==> src/rtl/asramCtrlPkg.sv <==
`timescale 1ns/1ps
package asramCtrlPkg;

  typedef enum logic [2:0] {
    S_IDLE, S_RD_SETUP, S_RD_WAIT, S_RD_CAPTURE,
    S_WR_SETUP, S_WR_PULSE, S_WR_HOLD, S_TURN
  } ctrlState_e;

  // Strobes from control to datapath. The first four are registered pin levels;
  // capture and load are single-cycle enables.
  typedef struct packed {
    logic sel;
    logic outEn;
    logic wrEn;
    logic busDrv;
    logic capture;
    logic load;
  } ctrlStrobe_t;

  function automatic int nsToCycles(input int ns, input int clkMhz);
    int c;
    c = (ns * clkMhz + 999) / 1000;
    return (c < 1) ? 1 : c;
  endfunction

  function automatic int maxOf(input int a, input int b);
    return (a > b) ? a : b;
  endfunction

endpackage

==> src/rtl/asramCtrlFsm.sv <==
`timescale 1ns/1ps
module asramCtrlFsm
  import asramCtrlPkg::*;
#(
  parameter int AA_CYC   = 7,
  parameter int WP_CYC   = 6,
  parameter int TURN_CYC = 4
) (
  input  logic        clk,
  input  logic        rstN,
  input  logic        reqValid,
  input  logic        reqWrite,
  output logic        reqReady,
  output ctrlStrobe_t strb
);

  localparam int CNT_MAX = maxOf(maxOf(AA_CYC, WP_CYC), TURN_CYC);
  localparam int CNT_W   = $clog2(CNT_MAX + 1);

  ctrlState_e state, stateNext;
  logic [CNT_W-1:0] cnt, cntNext;
  logic [3:0] pinReg;

  // Pin levels per state: {sel, outEn, wrEn, busDrv}
  function automatic logic [3:0] pinsFor(input ctrlState_e s);
    case (s)
      S_RD_SETUP, S_RD_WAIT: return 4'b1100;
      S_WR_SETUP:            return 4'b1001;
      S_WR_PULSE:            return 4'b1011;
      S_WR_HOLD:             return 4'b0001;
      default:               return 4'b0000;
    endcase
  endfunction

  always_comb begin
    stateNext = state;
    cntNext   = cnt;
    case (state)
      S_IDLE:
        if (reqValid) stateNext = reqWrite ? S_WR_SETUP : S_RD_SETUP;
      S_RD_SETUP: begin
        stateNext = S_RD_WAIT;
        cntNext   = CNT_W'(AA_CYC - 2);
      end
      S_RD_WAIT:
        if (cnt == '0) stateNext = S_RD_CAPTURE;
        else           cntNext   = cnt - 1'b1;
      S_RD_CAPTURE: begin
        stateNext = S_TURN;
        cntNext   = CNT_W'(TURN_CYC - 1);
      end
      S_TURN:
        if (cnt == '0) stateNext = S_IDLE;
        else           cntNext   = cnt - 1'b1;
      S_WR_SETUP: begin
        stateNext = S_WR_PULSE;
        cntNext   = CNT_W'(WP_CYC - 1);
      end
      S_WR_PULSE:
        if (cnt == '0) stateNext = S_WR_HOLD;
        else           cntNext   = cnt - 1'b1;
      S_WR_HOLD:  stateNext = S_IDLE;
      default:    stateNext = S_IDLE;
    endcase
  end

  always_ff @(posedge clk) begin
    if (!rstN) begin
      state  <= S_IDLE;
      cnt    <= '0;
      pinReg <= pinsFor(S_IDLE);
    end else begin
      state  <= stateNext;
      cnt    <= cntNext;
      pinReg <= pinsFor(stateNext);
    end
  end

  assign reqReady     = (state == S_IDLE);
  assign strb.sel     = pinReg[3];
  assign strb.outEn   = pinReg[2];
  assign strb.wrEn    = pinReg[1];
  assign strb.busDrv  = pinReg[0];
  assign strb.capture = (state == S_RD_WAIT) && (cnt == '0);
  assign strb.load    = reqReady && reqValid;

  // idle means deselected, no write, bus released
  a_r1_idle_standby: assert property (@(posedge clk) disable iff (!rstN)
    reqReady |-> (!strb.sel && !strb.wrEn && !strb.busDrv && !strb.outEn));

  // capture enable is a single cycle
  a_r5_capture_single: assert property (@(posedge clk) disable iff (!rstN)
    strb.capture |=> !strb.capture);

  // after acceptance the controller is busy
  a_r2_busy_after_accept: assert property (@(posedge clk) disable iff (!rstN)
    strb.load |=> !reqReady);

endmodule

==> src/rtl/asramCtrlDp.sv <==
`timescale 1ns/1ps
module asramCtrlDp
  import asramCtrlPkg::*;
#(
  parameter int ADDR_W   = 17,
  parameter int DATA_W   = 8,
  parameter int WP_CYC   = 6,
  parameter int TURN_CYC = 4
) (
  input  logic              clk,
  input  logic              rstN,
  input  ctrlStrobe_t       strb,
  input  logic [ADDR_W-1:0] reqAddr,
  input  logic [DATA_W-1:0] reqWdata,
  input  logic [DATA_W-1:0] memDqIn,
  output logic [ADDR_W-1:0] memAddr,
  output logic              memCe1N,
  output logic              memCe2,
  output logic              memOeN,
  output logic              memWeN,
  output logic [DATA_W-1:0] memDqOut,
  output logic              memDqOe,
  output logic [DATA_W-1:0] rdData,
  output logic              rdValid
);

  logic [ADDR_W-1:0] addrReg;
  logic [DATA_W-1:0] wdataReg;

  // Address and write data load only on acceptance, while the RAM is deselected
  always_ff @(posedge clk) begin
    if (!rstN) begin
      addrReg  <= '0;
      wdataReg <= '0;
    end else if (strb.load) begin
      addrReg  <= reqAddr;
      wdataReg <= reqWdata;
    end
  end

  always_ff @(posedge clk) begin
    if (!rstN) begin
      rdData  <= '0;
      rdValid <= 1'b0;
    end else begin
      rdValid <= strb.capture;
      if (strb.capture) rdData <= memDqIn;
    end
  end

  assign memAddr  = addrReg;
  assign memDqOut = wdataReg;
  assign memCe1N  = ~strb.sel;
  assign memCe2   = strb.sel;
  assign memOeN   = ~strb.outEn;
  assign memWeN   = ~strb.wrEn;
  assign memDqOe  = strb.busDrv;

  // Checker counters: width of the write pulse, cycles since output enable rose
  localparam int WL_W   = $clog2(WP_CYC + 2);
  localparam int OH_MAX = TURN_CYC + 2;
  localparam int OH_W   = $clog2(OH_MAX + 1);
  logic [WL_W-1:0] weLowRun;
  logic [OH_W-1:0] oeHighRun;

  always_ff @(posedge clk) begin
    if (!rstN) begin
      weLowRun  <= '0;
      oeHighRun <= OH_W'(OH_MAX);
    end else begin
      if (!memWeN) begin
        if (weLowRun != '1) weLowRun <= weLowRun + 1'b1;
      end else begin
        weLowRun <= '0;
      end
      if (memOeN) begin
        if (oeHighRun < OH_W'(OH_MAX)) oeHighRun <= oeHighRun + 1'b1;
      end else begin
        oeHighRun <= '0;
      end
    end
  end

  a_r3_hold_during_write: assert property (@(posedge clk) disable iff (!rstN)
    !memWeN |-> ($stable(memAddr) && $stable(memDqOut)));

  a_r4_write_qualified: assert property (@(posedge clk) disable iff (!rstN)
    !memWeN |-> (!memCe1N && memCe2 && memOeN && memDqOe));

  a_r4_pulse_width: assert property (@(posedge clk) disable iff (!rstN)
    $rose(memWeN) |-> (weLowRun == WL_W'(WP_CYC)));

  a_r4_data_after_we: assert property (@(posedge clk) disable iff (!rstN)
    $rose(memWeN) |-> memDqOe);

  a_r5_rvalid_pulse: assert property (@(posedge clk) disable iff (!rstN)
    rdValid |=> !rdValid);

  a_r6_turnaround: assert property (@(posedge clk) disable iff (!rstN)
    $rose(memDqOe) |-> (oeHighRun > OH_W'(TURN_CYC)));

  a_r7_no_drive_oe_low: assert property (@(posedge clk) disable iff (!rstN)
    memDqOe |-> memOeN);

endmodule

==> src/rtl/asramCtrl.sv <==
`timescale 1ns/1ps
module asramCtrl
  import asramCtrlPkg::*;
#(
  parameter int ADDR_W    = 17,
  parameter int DATA_W    = 8,
  parameter int CLK_MHZ   = 125,
  parameter int T_AA_NS   = 55,
  parameter int T_WP_NS   = 40,
  parameter int T_AW_NS   = 50,
  parameter int T_WHZ_NS  = 20,
  parameter int T_DW_NS   = 25,
  parameter int T_OHZ_NS  = 30
) (
  input  logic              clk,
  input  logic              rstN,
  input  logic              reqValid,
  output logic              reqReady,
  input  logic              reqWrite,
  input  logic [ADDR_W-1:0] reqAddr,
  input  logic [DATA_W-1:0] reqWdata,
  output logic              rdValid,
  output logic [DATA_W-1:0] rdData,
  output logic [ADDR_W-1:0] memAddr,
  output logic              memCe1N,
  output logic              memCe2,
  output logic              memOeN,
  output logic              memWeN,
  output logic [DATA_W-1:0] memDqOut,
  output logic              memDqOe,
  input  logic [DATA_W-1:0] memDqIn
);

  localparam int AA_CYC   = maxOf(2, nsToCycles(T_AA_NS, CLK_MHZ));
  localparam int WP_CYC   = maxOf(maxOf(nsToCycles(T_WP_NS, CLK_MHZ),
                                        nsToCycles(T_WHZ_NS + T_DW_NS, CLK_MHZ)),
                                  maxOf(1, nsToCycles(T_AW_NS, CLK_MHZ) - 1));
  localparam int TURN_CYC = nsToCycles(T_OHZ_NS, CLK_MHZ);

  ctrlStrobe_t strb;

  asramCtrlFsm #(
    .AA_CYC  (AA_CYC),
    .WP_CYC  (WP_CYC),
    .TURN_CYC(TURN_CYC)
  ) u_fsm (
    .clk     (clk),
    .rstN    (rstN),
    .reqValid(reqValid),
    .reqWrite(reqWrite),
    .reqReady(reqReady),
    .strb    (strb)
  );

  asramCtrlDp #(
    .ADDR_W  (ADDR_W),
    .DATA_W  (DATA_W),
    .WP_CYC  (WP_CYC),
    .TURN_CYC(TURN_CYC)
  ) u_dp (
    .clk     (clk),
    .rstN    (rstN),
    .strb    (strb),
    .reqAddr (reqAddr),
    .reqWdata(reqWdata),
    .memDqIn (memDqIn),
    .memAddr (memAddr),
    .memCe1N (memCe1N),
    .memCe2  (memCe2),
    .memOeN  (memOeN),
    .memWeN  (memWeN),
    .memDqOut(memDqOut),
    .memDqOe (memDqOe),
    .rdData  (rdData),
    .rdValid (rdValid)
  );

endmodule

==> config.mk <==
export PLATFORM = sky130hd
export DESIGN_NAME = asramCtrl
export DESIGN_NICKNAME = d
export VERILOG_FILES = /design/src/rtl/asramCtrlPkg.sv /design/src/rtl/asramCtrlFsm.sv /design/src/rtl/asramCtrlDp.sv /design/src/rtl/asramCtrl.sv
export SDC_FILE = /design/constraint.sdc
export NUM_CORES = 1
export LEC_CHECK = 0
export CORE_MARGIN = 8
export CORE_UTILIZATION = 25
export CTS_BUF_LIST = sky130_fd_sc_hd__clkbuf_16
export CTS_CLUSTER_SIZE = 28
export DETAILED_ROUTE_END_ITERATION = 12
export PLACE_DENSITY_LB_ADDON = 0.2
export SLEW_MARGIN = 40
export SYNTH_ARGS = -nofsm -noshare
export SYNTH_HDL_FRONTEND = slang
export SYNTH_SLANG_ARGS = --single-unit
==> constraint.sdc <==
create_clock -name clk -period 2.6 [get_ports clk]
set_input_delay 0.39 -clock clk [delete_from_list [all_inputs] [get_ports clk]]
set_output_delay 0.39 -clock clk [all_outputs]
set_load 0.03 [all_outputs]
==> flow_summary.json, run 1 <==
{
  "synth.distinct_cells": 38,
  "synth_most_common_cell": "nand2_1",
  "required_ns": 2.21,
  "drv_cap": 0,
  "ys.warnings.count": 0,
  "numCtsBuffers": 5,
  "synth_common_cells": "nand2_1 (54), dfxtp_1 (44), a21oi_1 (31)",
  "fin_skew_ns": 0.00621,
  "synthTopCellsByArea": "dfxtp_1 (49%), nand2_1 (11%), a21oi_1 (8.7%), mux2i_1 (5.6%), nor2_1 (2.9%)",
  "synth_top_area_cell": "dfxtp_1",
  "timing.final.hold_violations": 0,
  "max_freq_mhz": 451,
  "max-clock-path-buffers": 2,
  "wl_per_cell_um": 12.8,
  "rows": 31,
  "die_height_um": 101,
  "postRouteWirelength_um": 4910,
  "crit_fanout": 16,
  "status": "complete, no violations",
  "worstSkewPairLatency_ns": 0.27,
  "die_w_um": 101,
  "tightest_slew_ns": 0.535,
  "final_cells": 384,
  "multiInputGateArea_um2": 807,
  "cts_tree": "done",
  "htree_levels": 2,
  "ir_drop_mv": 0.322,
  "clockRootBuffer": "clkbuf_16",
  "grt_first_pass_wirelength_um": 7980,
  "layout-drive-gt1-share_pct": 4.21,
  "dp_hpwl_um": 3570,
  "slew-limit-headroom_pct": 64.2,
  "async_reset_ff_share_pct": 0,
  "drt_iter0_drc": 93,
  "post_cts_resized": 0,
  "ys_seq_area_share_pct": 49.2,
  "die_area_um2": 10100,
  "gp_congestion": 0.776,
  "num-nets-final": 325,
  "seq_area_um2": 881,
  "grt_max_degree": 27,
  "period_needed_ns": 2.22,
  "cts.sinks": 44,
  "synthCells": 213,
  "clk_pin_slew_ns": 0.06,
  "p_per_area_nw_per_um2": 1100,
  "finalSetupViolations": 0,
  "syn-num-nets": 252,
  "antenna_found_initial": 0,
  "gr-total-overflow": 0,
  "ant_nets": 0,
  "critical_path_arrival_ns": 1.83,
  "rsz0062_at_grt": "false",
  "netlist_area_um2": 1790,
  "worstSetupEndpointType": "primary output",
  "synth_seq_cells": 44,
  "setup_tns_ns": 0,
  "synth_edf_count": 0,
  "hold_class": "reg2reg",
  "post_cts_buffers": 0,
  "grt_pass1_vias": 1650,
  "start_util_pct": 25.2,
  "core_um2": 7100,
  "io_buffer_count": 76,
  "cp-start-kind": "register",
  "fillers": 750,
  "synth_top_flop_cell": "dfxtp_1",
  "slew_viol_final": 0,
  "io_pins": 77,
  "drc": 0,
  "holdBufCountCts": 0,
  "antenna_cells": 0,
  "dpl.cell_count": 378,
  "leakage_nw": 1.08,
  "via_per_inst": 4.26,
  "critPathKind": "reg2out",
  "avgSynthCellArea_um2": 8.40,
  "track_usage_pct": 9.81,
  "dr.pass1.iters": 4,
  "vias": 1635,
  "synth_top_area_share_pct": 49.2,
  "area_growth_pct": 55.4,
  "post-route-period-util_pct": 85.3
}
-- layer usage --
| metal | routed length (um) | vias up | part of all wire (%) | GRT usage [%] |
|---|---|---|---|---|
| met2 | 2280 | 44 | 47 | 16.1 |
| li1 | - | 852 | - | - |
| met3 | 314 | 5 | 6.4 | 3.52 |
| met5 | 0 | - | 0 | 0 |
| met4 | 52 | 0 | 1.1 | 3.49 |
| met1 | 2260 | 734 | 46 | 11.4 |
-- metrics by stage --
stage	hold WS [ns]	cell area, um2	total power, W	setup slack [ns]	utilization, %
6_report	0.450	2780	0.00307	0.383	39.2
3_3_place_gp	0.441	2630	0.00243	0.678	37.0
5_1_grt	0.477	2780	0.00330	0.232	39.2
4_1_cts	0.455	2780	0.00312	0.355	39.2
2_1_floorplan	0.461	1790	0.00194	0.935	-
3_5_place_dp	0.447	2630	0.00243	0.636	37.0
-- flip-flops by register name (all words and copies together) (netlist names) --
name and count:
u_fsm.pinReg 4, u_dp.memAddr 17, u_fsm.cnt 3, u_dp.rdValid 1, u_fsm.state 3, u_dp.rdData 8
u_dp.memDqOut 8
-- path summary, 6_finish.rpt --
path	from	end	slack (ns)	depth (start not counted)
max	u_fsm.state[0]$_SDFF_PN0_	reqReady	0.38	2
min	u_dp.memAddr[12]$_SDFFE_PN0P_	u_dp.memAddr[12]$_SDFFE_PN0P_	0.45	2
max reg2reg	u_fsm.cnt[0]$_SDFFE_PN0P_	u_dp.rdData[1]$_SDFFE_PN0P_	0.75	6
min reg2reg	u_dp.memAddr[12]$_SDFFE_PN0P_	u_dp.memAddr[12]$_SDFFE_PN0P_	0.45	2
-- worst max-delay path, stage by stage, from the launching register on --
cell and delay [ns]:
dfxtp_1 0.46, nor3_2 0.36, clkdlybuf4s50_1 0.74
-- placed cells by master, fill, tap and decap left out, drive strengths merged, types with 2 or more instances in the layout --
cell type / instances
clkdlybuf4s50: 76
a21oi: 31
nor2: 14
inv: 8
o21ai: 5
nor3: 3
mux2i: 10
nor2b: 2
ha: 2
a211oi: 2
and2: 3
nand2: 54
clkbuf: 5
buf: 3
dfxtp: 44
nand2b: 3
-- logic make-up (layout without fill, tap and decap cells) --
family	after synthesis	count (layout)	share of synthesized area, %
AO/OA/AOI/OAI	49	49	16.2
buffers and inverters	21	93	5.66
adder cells (fa/ha/maj)	2	2	1.40
multiplexers	10	10	5.59
flip-flops	44	44	49.2
AND/OR/NAND/NOR	86	86	21.5
XOR/XNOR	1	1	0.490
-- area by class of cell --
class | instances | area share, %
well taps | 99 | 4.46
clock buffers | 5 | 4.50
clock inverters | 1 | 1.08
inverters | 8 | 1.08
multi-input cells | 148 | 29.0
flip-flops and latches | 44 | 31.7
repair buffers | 79 | 28.2
-- where the power goes --
part / internal (W) / switching [W] / leakage, nW
Clock: 0.000442 / 0.000230 / 0.0757
Combinational: 0.000602 / 0.000812 / 0.639
Sequential: 0.000840 / 0.000144 / 0.360
Total: 0.00188 / 0.00119 / 1.08
Note: power is estimated with default switching activity, not from simulation.
==> run 2, diff against run 1 <==
--- a/config.mk
+++ b/config.mk
@@ -5,6 +5,7 @@
 export SDC_FILE = /design/constraint.sdc
 export NUM_CORES = 1
 export LEC_CHECK = 0
+export ABC_CLOCK_PERIOD_IN_PS = 2600
 export CORE_MARGIN = 8
 export CORE_UTILIZATION = 25
 export CTS_BUF_LIST = sky130_fd_sc_hd__clkbuf_16
==> results of run 2 <==
Final layout, timing and power as in run 1 (identical DEF).
==> run 3, diff against run 2 <==
--- a/config.mk
+++ b/config.mk
@@ -8,7 +8,6 @@
 export ABC_CLOCK_PERIOD_IN_PS = 2600
 export CORE_MARGIN = 8
 export CORE_UTILIZATION = 25
-export CTS_BUF_LIST = sky130_fd_sc_hd__clkbuf_16
 export CTS_CLUSTER_SIZE = 28
 export DETAILED_ROUTE_END_ITERATION = 12
 export PLACE_DENSITY_LB_ADDON = 0.2
==> run 3 against run 2 <==
Core utilization is 0.79 points lower. Count of clock-buffer cells in the layout is the same. Global-route usage fell by 0.058 points. Sequential power is essentially flat. Critical endpoint unchanged. Largest power group unchanged.
==> flow_summary.json, run 3 (same netlist as run 1, synthesis figures left out) <==
{
  "cp-start-kind": "register",
  "numCtsBuffers": 5,
  "clockRootBuffer": "clkbuf_8",
  "core_um2": 7100,
  "crit_family": "buffers and inverters",
  "io_pins": 77,
  "switching_power_w": 0.00117,
  "post_cts_resized": 0,
  "cts.sinks": 44,
  "fillers": 756,
  "dp_hpwl_um": 3570,
  "timing.final.hold_violations": 0,
  "required_ns": 2.21,
  "rows": 31,
  "power.internal_w": 0.00172,
  "vias": 1629,
  "post_cts_buffers": 0,
  "antenna_cells": 0,
  "drt_iter0_drc": 94,
  "p_clk_share_pct": 17.0,
  "multiInputGateArea_um2": 807,
  "seq_area_um2": 881,
  "critPathSlowestCell": "clkdlybuf4s50_1",
  "worstSetupEndpointType": "primary output",
  "final_cells": 384,
  "antenna_found_initial": 0,
  "leakage_nw": 1.05,
  "grt_max_degree": 27,
  "postRouteWirelength_um": 4930,
  "dpl.cell_count": 378,
  "gr-usage-met3_pct": 3.52,
  "critPathKind": "reg2out",
  "rsz0062_at_grt": "false",
  "critical_path_arrival_ns": 1.85,
  "power_frac_comb_pct": 49.0,
  "num-nets-final": 325,
  "ant_nets": 0,
  "ir_drop_mv": 0.312,
  "max_freq_mhz": 447,
  "finalSetupViolations": 0,
  "p_per_area_nw_per_um2": 1060,
  "slew_viol_final": 0,
  "via_per_inst": 4.24,
  "cts_tree": "done",
  "area_growth_pct": 52.2,
  "wl_per_cell_um": 12.8,
  "layout_commonest_cell": "clkdlybuf4s50_1",
  "gr-total-overflow": 0,
  "drv_cap": 0,
  "crit_fanout": 16,
  "use_met1_pct": 11.6,
  "start_util_pct": 25.2,
  "dr.pass1.iters": 4,
  "grt_first_pass_wirelength_um": 7960,
  "die_w_um": 101,
  "holdBufCountCts": 0,
  "layout_common_cells": "clkdlybuf4s50_1 (76), nand2_1 (54), dfxtp_1 (44)",
  "post-route-period-util_pct": 86.0,
  "fin_skew_ns": 0.00991,
  "status": "complete, no violations",
  "gp_congestion": 0.776,
  "switching_share_pct": 40.6,
  "largest_reg_flops": 17,
  "tightest_slew_ns": 0.542,
  "worstSkewPairLatency_ns": 0.28,
  "drc": 0,
  "period_needed_ns": 2.24,
  "cp_cell_sequence": "nor3_2 -> clkdlybuf4s50_1",
  "met2_usage_pct": 15.9,
  "seqPwrFrac_pct": 34.0,
  "grt_busiest_layer": "met2",
  "htree_levels": 2,
  "hold_class": "reg2reg",
  "cp_num_buf_inv": 1,
  "cpPeakStageDelay_ns": 0.74,
  "die_area_um2": 10100,
  "die_height_um": 101,
  "layout-drive-gt1-share_pct": 4.21,
  "clk_pin_slew_ns": 0.08,
  "max-clock-path-buffers": 2,
  "slew-limit-headroom_pct": 63.8,
  "setup_tns_ns": 0,
  "track_usage_pct": 9.76,
  "io_buffer_count": 76,
  "grt_pass1_vias": 1637
}
[run 3: worst reg2reg max path: stages (launching register included)]
cell and delay [ns]:
dfxtp_1 0.31, inv_1 0.09, ha_1 0.21, nor2b_1 0.32
nand3_1 0.47, mux2i_1 0.30, nor2_1 0.05
[run 3: cell type report]
cell class / count / share of cell area [%]
sequential: 44 / 32.3
multi-input combinational: 148 / 29.6
timing repair buffer: 79 / 28.8
tap: 99 / 4.55
clock buffer: 5 / 2.53
clock inverter: 1 / 1.10
inverter: 8 / 1.10
[run 3: final timing paths]
kind                                                    start                             to  slack [ns]  depth (start not counted)
worst max register to register      u_fsm.cnt[0]$_SDFFE_PN0P_    u_dp.rdData[1]$_SDFFE_PN0P_        0.74                          6
worst min-delay path            u_dp.memAddr[12]$_SDFFE_PN0P_  u_dp.memAddr[12]$_SDFFE_PN0P_        0.45                          2
worst max-delay path                u_fsm.state[0]$_SDFF_PN0_                       reqReady        0.36                          2
worst min register to register  u_dp.memAddr[12]$_SDFFE_PN0P_  u_dp.memAddr[12]$_SDFFE_PN0P_        0.45                          2
[run 3: routing by layer]
metal | vias to the layer above | wire, um
li1 | 851 | -
met3 | 5 | 305
met2 | 40 | 2280
met4 | 0 | 52
met1 | 733 | 2300
met5 | - | 0
[run 3: per-stage QoR]
step | hold WS (ns) | instance area, um2 | power, W | utilization, % | setup WS [ns]
after global routing | 0.478 | 2720 | 0.00312 | 38.4 | 0.209
after CTS | 0.459 | 2720 | 0.00294 | 38.4 | 0.336
after detailed placement | 0.447 | 2630 | 0.00243 | 37.0 | 0.636
after floorplan | 0.461 | 1790 | 0.00194 | - | 0.935
final | 0.453 | 2720 | 0.00289 | 38.4 | 0.363
after global placement | 0.441 | 2630 | 0.00243 | 37.0 | 0.678
[run 3: power by group through the flow]
stage	clock network [W]	logic [W]	registers, W
floorplan	0	0.000771	0.00117
global placement	0	0.00143	0.00100
detailed placement	0	0.00143	0.000999
CTS	0.000515	0.00144	0.000985
global route	0.000539	0.00156	0.00102
finish	0.000492	0.00141	0.000983
